[src/rtl/csup_pkg.sv]
// Package: shared types for the clock-loss supervisor.
// Assumes nothing beyond IEEE 1800-2017 enums.
package csup_pkg;

    // Supervisor states; LOST reports the same status as WAIT.
    typedef enum logic [1:0] {
        ST_RESET = 2'd0,
        ST_WAIT  = 2'd1,
        ST_RUN   = 2'd2,
        ST_LOST  = 2'd3
    } sup_state_e;

    localparam logic [1:0] STAT_RESET = 2'b00;
    localparam logic [1:0] STAT_WAIT  = 2'b01;
    localparam logic [1:0] STAT_RUN   = 2'b10;

endpackage

[src/rtl/csup_edge_sync.sv]
// Module: csup_edge_sync
// Brings NUM_CLK asynchronous clocks into the reference domain through
// a two-flop synchroniser and emits a one-cycle pulse per transition.
// Assumes the reference clock is at least 4x faster than any input.
module csup_edge_sync #(
    parameter int NUM_CLK = 3
) (
    input  logic               clk,
    input  logic               rst_n,
    input  logic [NUM_CLK-1:0] async_in,
    output logic [NUM_CLK-1:0] edge_p
);

    generate
        for (genvar i = 0; i < NUM_CLK; i++) begin : g_ch
            logic [2:0] sh_q;

            // Shift the input through two sync flops and one history flop.
            always_ff @(posedge clk) begin
                if (!rst_n) begin
                    sh_q <= 3'b000;
                end else begin
                    sh_q <= {sh_q[1:0], async_in[i]};
                end
            end

            assign edge_p[i] = sh_q[1] ^ sh_q[2];
        end
    endgenerate

endmodule

[src/rtl/csup_activity.sv]
// Module: csup_activity
// Declares one clock active once it has shown SEEN_EDGES edges, each
// within WINDOW_CYC reference cycles of the previous one. The flag is
// sticky until reset. Assumes edge_p is a one-cycle pulse.
module csup_activity #(
    parameter int WINDOW_CYC = 100,
    parameter int SEEN_EDGES = 2
) (
    input  logic clk,
    input  logic rst_n,
    input  logic edge_p,
    output logic seen
);

    localparam int TW = $clog2(WINDOW_CYC + 1);
    localparam int CW = $clog2(SEEN_EDGES + 1);

    logic [TW-1:0] win_q;
    logic [CW-1:0] cnt_q;

    assign seen = (cnt_q == CW'(SEEN_EDGES));

    // Count edges inside the window; a window that runs out drops the count.
    always_ff @(posedge clk) begin
        if (!rst_n) begin
            win_q <= '0;
            cnt_q <= '0;
        end else if (!seen) begin
            if (edge_p) begin
                cnt_q <= cnt_q + 1'b1;
                win_q <= TW'(WINDOW_CYC);
            end else if (win_q != '0) begin
                win_q <= win_q - 1'b1;
            end else begin
                cnt_q <= '0;
            end
        end
    end

endmodule

[src/rtl/csup_watchdog.sv]
// Module: csup_watchdog
// Down-counter reloaded on every master clock edge. Reports expiry once
// TIMEOUT_CYC reference cycles have passed with no edge.
module csup_watchdog #(
    parameter int TIMEOUT_CYC = 100
) (
    input  logic clk,
    input  logic rst_n,
    input  logic edge_p,
    output logic expired
);

    localparam int TW = $clog2(TIMEOUT_CYC + 1);

    logic [TW-1:0] cnt_q;

    assign expired = (cnt_q == '0);

    // Reload on an edge, otherwise count down and hold at zero.
    always_ff @(posedge clk) begin
        if (!rst_n) begin
            cnt_q <= TW'(TIMEOUT_CYC);
        end else if (edge_p) begin
            cnt_q <= TW'(TIMEOUT_CYC);
        end else if (cnt_q != '0) begin
            cnt_q <= cnt_q - 1'b1;
        end
    end

endmodule

[src/rtl/csup_fsm.sv]
// Module: csup_fsm
// Sequencing for the supervisor. Start-up needs all clocks active, a
// dropout is judged on the master clock alone, and the sticky loss flag
// lives here. Output stage registers are in the top.
module csup_fsm (
    input  logic                  clk,
    input  logic                  rst_n,
    input  logic                  all_seen,
    input  logic                  wd_expired,
    input  logic                  mclk_edge,
    input  logic                  loss_clr,
    output csup_pkg::sup_state_e  state,
    output logic                  sticky
);
    import csup_pkg::*;

    sup_state_e state_q, state_d;
    logic       sticky_q;

    // Next-state selection.
    always_comb begin
        state_d = state_q;
        unique case (state_q)
            ST_RESET: state_d = ST_WAIT;
            ST_WAIT:  if (all_seen)   state_d = ST_RUN;
            ST_RUN:   if (wd_expired) state_d = ST_LOST;
            ST_LOST:  if (mclk_edge)  state_d = ST_RUN;
            default:  state_d = ST_RESET;
        endcase
    end

    // State register.
    always_ff @(posedge clk) begin
        if (!rst_n) state_q <= ST_RESET;
        else        state_q <= state_d;
    end

    // Sticky loss flag: a new dropout wins over a clear in the same cycle.
    always_ff @(posedge clk) begin
        if (!rst_n) begin
            sticky_q <= 1'b0;
        end else if (state_q == ST_RUN && wd_expired) begin
            sticky_q <= 1'b1;
        end else if (loss_clr) begin
            sticky_q <= 1'b0;
        end
    end

    assign state  = state_q;
    assign sticky = sticky_q;

endmodule

[src/rtl/clk_loss_supervisor.sv]
// Module: clk_loss_supervisor (top)
// Watches master, bit and word clocks from a reference clock and drives
// power-down, output high-impedance and regulator enable toward a
// converter datapath. Assumes the reference runs at least 4x the fastest
// monitored clock and that TIMEOUT_CYC is set for the wanted timeout
// (100 at 100 MHz for 1 us).
module clk_loss_supervisor #(
    parameter int TIMEOUT_CYC = 100,
    parameter int SEEN_EDGES  = 2
) (
    input  logic       ref_clk,
    input  logic       rst_n,
    input  logic       mclk_in,
    input  logic       bclk_in,
    input  logic       wclk_in,
    input  logic       loss_clr,
    output logic       power_down,
    output logic       out_hiz,
    output logic       ldo_en,
    output logic [1:0] status,
    output logic       loss_sticky
);
    import csup_pkg::*;

    localparam int NUM_CLK = 3;
    localparam int IDX_M   = 0;

    logic [NUM_CLK-1:0] edges;
    logic [NUM_CLK-1:0] seen;
    logic               all_seen;
    logic               wd_expired;
    logic               mclk_edge;
    sup_state_e         state_q;
    logic               pd_q;
    logic               hiz_q;

    csup_edge_sync #(.NUM_CLK(NUM_CLK)) u_sync (
        .clk      (ref_clk),
        .rst_n    (rst_n),
        .async_in ({wclk_in, bclk_in, mclk_in}),
        .edge_p   (edges)
    );

    generate
        for (genvar i = 0; i < NUM_CLK; i++) begin : g_act
            csup_activity #(
                .WINDOW_CYC (TIMEOUT_CYC),
                .SEEN_EDGES (SEEN_EDGES)
            ) u_act (
                .clk    (ref_clk),
                .rst_n  (rst_n),
                .edge_p (edges[i]),
                .seen   (seen[i])
            );
        end
    endgenerate

    assign all_seen  = &seen;
    assign mclk_edge = edges[IDX_M];

    csup_watchdog #(.TIMEOUT_CYC(TIMEOUT_CYC)) u_wd (
        .clk     (ref_clk),
        .rst_n   (rst_n),
        .edge_p  (mclk_edge),
        .expired (wd_expired)
    );

    csup_fsm u_fsm (
        .clk        (ref_clk),
        .rst_n      (rst_n),
        .all_seen   (all_seen),
        .wd_expired (wd_expired),
        .mclk_edge  (mclk_edge),
        .loss_clr   (loss_clr),
        .state      (state_q),
        .sticky     (loss_sticky)
    );

    // Glitch-free registered output stage, one cycle behind the state.
    always_ff @(posedge ref_clk) begin
        if (!rst_n) begin
            pd_q  <= 1'b1;
            hiz_q <= 1'b1;
        end else begin
            pd_q  <= (state_q != ST_RUN);
            hiz_q <= (state_q != ST_RUN);
        end
    end

    // Map internal state onto the three reported states.
    always_comb begin
        unique case (state_q)
            ST_RESET: status = STAT_RESET;
            ST_RUN:   status = STAT_RUN;
            default:  status = STAT_WAIT;
        endcase
    end

    assign power_down = pd_q;
    assign out_hiz    = hiz_q;
    assign ldo_en     = 1'b1;

endmodule

[config.mk]
export PLATFORM = sky130hd
export DESIGN_NAME = clk_loss_supervisor
export DESIGN_NICKNAME = d
export VERILOG_FILES = /design/src/rtl/csup_pkg.sv /design/src/rtl/csup_edge_sync.sv /design/src/rtl/csup_activity.sv /design/src/rtl/csup_watchdog.sv /design/src/rtl/csup_fsm.sv /design/src/rtl/clk_loss_supervisor.sv
export SDC_FILE = /design/constraint.sdc
export NUM_CORES = 1
export LEC_CHECK = 0
export ABC_AREA = 1
export BUFFER_PORTS_ARGS = -buffer_cell sky130_fd_sc_hd__buf_2
export CAP_MARGIN = 20
export CORE_ASPECT_RATIO = 0.8
export CORE_UTILIZATION = 54
export CTS_BUF_LIST = sky130_fd_sc_hd__clkbuf_4
export DETAILED_ROUTE_END_ITERATION = 7
export PLACE_DENSITY_LB_ADDON = 0.25
export SLEW_MARGIN = 20
export SYNTH_ARGS = -nofsm -noshare
export SYNTH_HDL_FRONTEND = slang
export SYNTH_SLANG_ARGS = --single-unit
export TNS_END_PERCENT = 100
[constraint.sdc]
create_clock -name ref_clk -period 1.75 [get_ports ref_clk]
set_input_delay 0.35 -clock ref_clk [delete_from_list [all_inputs] [get_ports ref_clk]]
set_output_delay 0.35 -clock ref_clk [all_outputs]
set_load 0.1 [all_outputs]
**Yosys cells after proc, flatten, opt, wreduce, memory -nomap -nowiden**

Index checks and enable logic that the tools add are counted.

- Bits of input ports: 6
- Output and inout port bits: 6
- Bits in registers: 47

- Reductions and logical operators: 20
- $add $sub $neg: 7
- Equal/unequal tests: 13
- Multiplexer cells: 19
- Bitwise operators: 7

Operators with widths:

| kind | number |
|---|---|
| 2-to-1 mux 7 bit | 6 |
| nonzero test 7 bit | 4 |
| subtractor 7 x 1 -> 7 bit, second input constant | 4 |
| 2-to-1 mux 2 bit | 9 |
| AND reduction 2 bit | 6 |
| == test 2 bit, second input constant | 5 |
| inequality test 2 x 1 -> 1 bit, second input constant | 4 |
| one-hot mux 2 bit (4 select lines) | 1 |
| nonzero test 2 bit | 4 |
| zero test 7 bit | 1 |
| adder 2 x 1 -> 2 bit, second input constant | 3 |
| inequality test 2 bit, second input constant | 3 |
| AND reduction 3 bit | 2 |
| NOT 1 bit | 4 |
| one-hot mux 2 bit (2 select lines) | 1 |
| bitwise XOR 1 bit | 3 |
| == test 2 x 1 -> 1 bit, second input constant | 1 |
| zero test 2 bit | 1 |
| 2-to-1 mux 1 bit | 2 |
| OR reduction 2 bit | 1 |
| logical AND 1 bit | 1 |

**Longest topological paths before layout**

- Word-level depth: 4
- Mapped depth: 10

**Hierarchy**

Synthesis repeated with hierarchy kept, for this count alone.

- Cell total of the unflattened synthesis: 384
- Area, all modules: 2583.7 sq um

By module, submodules not included:

| module | area each (sq um) | cells each | instances |
|---|---|---|---|
| csup_activity | 561.8 | 86 | 3 |
| csup_watchdog | 375.4 | 51 | 1 |
| csup_edge_sync | 315.3 | 43 | 1 |
| csup_fsm | 137.6 | 20 | 1 |
| clk_loss_supervisor | 70.1 | 12 | 1 |

**Least setup slack after synthesis**

Ideal clock, no wire load.

- Kind: reg2reg
- Start: register u_fsm.state_q[1] (netlist: u_fsm.state[1])
- End: register u_fsm.sticky_q (netlist: u_fsm.sticky)
- Data required time: 1.658 ns
- Library setup time: 0.092 ns
- Setup slack: -0.343 ns
- Clock period less this slack: 2.093 ns
- Cell stages (with the launch flop): 5
- Buffers on the path: 0
- Data arrival time: 2.001 ns
- Cell sequence: dfxtp_1 -> inv_1 -> nor2_1 -> nand2_1 -> o32ai_1

- Cells in the longest elaborated chain, start to end: 3
- Elaborated cells between the ends (all ways): 4
- Those cells by class: eq/ne: 1; mux: 1; reduce/logical: 2

RTL lines:

| item | RTL line | text |
|---|---|---|
| start: declaration | csup_fsm.sv:17 | `sup_state_e state_q, state_d;` |
| start signal: assignment | csup_fsm.sv:35 | `else state_q <= state_d;` |
| == test 2 bit * | csup_fsm.sv:42 | `end else if (state_q == ST_RUN && wd_expired) begin` |
| logical AND 1 bit * | csup_fsm.sv:42 |  |
| 2-to-1 mux 1 bit / nonzero test 2 bit (equally long branches) | -- |  |
| end signal: assignment | csup_fsm.sv:41 | `sticky_q <= 1'b0;` |
| end signal: assignment | csup_fsm.sv:43 | `sticky_q <= 1'b1;` |
| end signal: assignment | csup_fsm.sv:45 | `sticky_q <= 1'b0;` |
| end: declaration | csup_fsm.sv:18 | `logic sticky_q;` |

Mark *: on every way between the ends. The rest lies on a longest branch, timed or not.
A chain may end at the register's enable or synchronous reset.

**Worst setup path in the final report**

- Start: register u_fsm.state_q[1] (netlist: u_fsm.state[1])
- End: output port status[1]

- Cells in the longest elaborated chain, start to end: 2
- Elaborated cells between the ends (all ways): 3
- Those cells by class: eq/ne: 1; mux: 1; reduce/logical: 1

RTL lines:

| item | RTL line | text |
|---|---|---|
| == test 2 bit / zero test 2 bit (equally long branches) | clk_loss_supervisor.sv:92 | `unique case (state_q)` |
| one-hot mux 2 bit (2 select lines) * | clk_loss_supervisor.sv:92 |  |
| end: declaration | clk_loss_supervisor.sv:20 | `output logic [1:0] status,` |

Marked as above.

==> results.md <==
* Critical path class: flip-flop to output port
* First-pass GRT wire length at 7130 um
* Part of the Yosys area used for sequential elements at 0.400
* Final hold viol count at 0
* Placed cell areas at 2460 um^2
* Clock Skews at 5.86 ps
* Hold Path Cell Cnt at 3
* Kind of end point of the critical path: output port
* HPWL Detailed at 3110 um
* Final min period at 1630 ps
* Core area at 4180 um^2
* TritonCTS Buffers at 5
* Hold endpoint: u_sync.g_ch[0].sh_q[0]
* Ys flop type: dfxtp_1
* Total setup buffers inserted after CTS at 0
* Area contributors post-synth: dfxtp_1 40%, nand2_1 9.9%, nand3_1 9.1%
* Peak VDD IR at 0.826 mV
* TNS Setup at 0 ps
* Initial antenna violation count at 0
* Inserted Diodes at 0
* RR Endpoint: g_act[1].u_act.win_q[2]
* Die Ht at 61.0 um
* Hold Path Class: input port to flip-flop
* Synth Cell Area at 2350 um^2
* Final-stage net count at 358
* 1st-iter DRT viols at 113
* Pwr Density at 1620 nW/um^2
* Yosys warnings at 0
* Post-CTS Hold Buffers at 0
* Leakage at 1.21 nW
* Syn_nets at 345
* Post-route ant nets at 0
* Initial Util at 0.563
* R2R Path Start: g_act[1].u_act.win_q[0]
* CTS clk-pin slew, worst paths at 130 ps
* Largest net degree at the start of global routing at 26
* Std-Cell Rows at 21
* #FFs+latches synth at 47
* Period utilization at 0.930
* Post-Layout Inst Area at 2540 um^2
* Crit path max-delay cell type: dfxtp_1
* Dpl ws at 256 ps
* Crit path buf inv count at 2
* Mapped Cells at 329
* Worst-Skew Late Latency at 350 ps
* Cells on worst reg2reg path at 9
* Fmax at 615 MHz
* DR pass1 iterations at 4
* Max incr delay on CP at 370 ps
* Setup-failing EPs final at 0
* Max-cap violations at 0
* PortBufs at 10
* Crit path launch type: flip-flop
* Most common cell in the netlist: nand2_1
* Root buffer cell: clkbuf_4
* Unrepaired setup endpoints after global routing: false
* CTS tree: built
* EDFF count, synth at 0
* Largest area contributor in the netlist: dfxtp_1
* Drt via density at 5.09
* Post-synthesis async set-or-reset flop share at 0
* Routed WL per cell at 10.9 um
* Average size of a mapped cell at 7.15 um^2
* Grt ovf at 0
* Synth cell types at 22
* Crit path DAT at 1280 ps
* Top fanout value on the critical path at 3
* Post-route DRC at 0
* Sink Count at 47
* GP Congestion at 0.859
* H-tree levels at 2
* Commonest cells post-synth: 62 x nand2_1, 47 x dfxtp_1, 47 x inv_1, 43 x nand3_1, 35 x nor2_1
* Pins over their slew limit at 0
* Critical path's top delay family: buffers and inverters
* Crit path cell chain: inv_1 -> nor2_2 -> clkbuf_4
* IO Pins at 12
* Post-layout util at 0.609
* Min-Delay Startpoint: mclk_in
* Synth top area share at 0.400
* Status: complete, no violations
* Final worst slack at 123 ps
* Synthesis-to-finish area growth at 8.19%
* Wirelength, routed at 4350 um
* R2r setup slk at 270 ps
* Share of layout cells above drive strength 1 at 0.0936
* PostCTS Resize Cnt at 0
* Vias in the first global route at 1619
* Clk buf depth at 2
* Chip width at 75.8 um
* Die area at 4630 um^2
* CP required at 1400 ps
* Tot GR Track Use at 0.203
* Via Count at 2031
* Worst Hold Margin at 173 ps
[registers in the layout (all words and copies together), names as in the netlist]
| register | cells |
|---|---|
| g_act.u_act.win_q | 21 |
| u_sync.g_ch.sh_q | 9 |
| u_wd.cnt_q | 7 |
| g_act.u_act.cnt_q | 6 |
| u_fsm.state | 2 |
| out_hiz | 1 |
| u_fsm.sticky | 1 |
[routing by layer]
layer | up-vias | GRT usage | part of all wire
li1 | 1079 | - | -
met1 | 925 | 0.282 | 0.52
met2 | 25 | 0.317 | 0.44
met3 | 2 | 0.0507 | 0.028
met4 | 0 | 0.0556 | 0.0053
met5 | - | 0 | 0
[report_power, final]
group	switching [mW]	internal, mW	leakage, nW
clock	0.340	0.293	0.0373
combinational	1.16	0.714	0.785
sequential	0.279	1.34	0.388
[through the flow]
step / power [mW] / instances
2_1_floorplan: 3.13 / 329
3_3_place_gp: 3.44 / 392
3_5_place_dp: 3.49 / 392
4_1_cts: 4.13 / 399
5_1_grt: 4.52 / 399
6_report: 4.13 / 399
[logic make-up (layout without fill, tap and decap cells)]
group                      after synthesis  count (layout)  synth area share
other                                    1               1           0.00159
xor gates and xnor gates                12              12            0.0511
AOI/OAI and AO/OA                       40              40            0.0878
buffers and inverters                   54              67            0.0894
adders and majority gates               10              10            0.0532
and+or+nand+nor                        165             165             0.317
DFF                                     47              47             0.400
[worst max-delay path by stage]
stage          slack [ps]                     from  cells after the start                 endpoint
6_report              120           u_fsm.state[1]                      3                status[1]
5_1_grt                40           u_fsm.state[1]                      3                status[1]
4_1_cts                 2           u_fsm.state[1]                      3                status[1]
3_5_place_dp          260  g_act[1].u_act.win_q[0]                      9  g_act[1].u_act.win_q[2]
3_3_place_gp          310  g_act[1].u_act.win_q[0]                      9  g_act[1].u_act.win_q[4]
2_1_floorplan          40                  out_hiz                      1               power_down
[placed cells by master (no fill, tap or decap), types with 2 or more instances in the layout]
cell type   n
a21oi_1    29
buf_2       9
buf_4       3
clkbuf_4    6
dfxtp_1    47
ha_1       10
inv_1      47
nand2_1    61
nand2_2     6
nand2_4     3
nand3_1    43
nand4_1     8
nor2_1     34
nor3_1      5
o21ai_0     9
or2_0       3
xnor2_1     4
xor2_1      6
xor2_2      2
[worst min-delay path: cells and delay by family]
| family | cells | cell delay (ps) |
|---|---|---|
| buffers and inverters | 2 | 110 |
| AND/OR/NAND/NOR | 1 | 40 |
[layout make-up]
cell class	count	area, um^2
Fill cell	396	1630
Multi-Input combinational cell	228	1210
Sequential cell	47	941
Inverter	47	176
Timing Repair Buffer	13	75.1
Tap cell	57	71.3
Clock buffer	5	37.5
Clock inverter	2	37.5
Note: power is estimated with default switching activity, not from simulation.
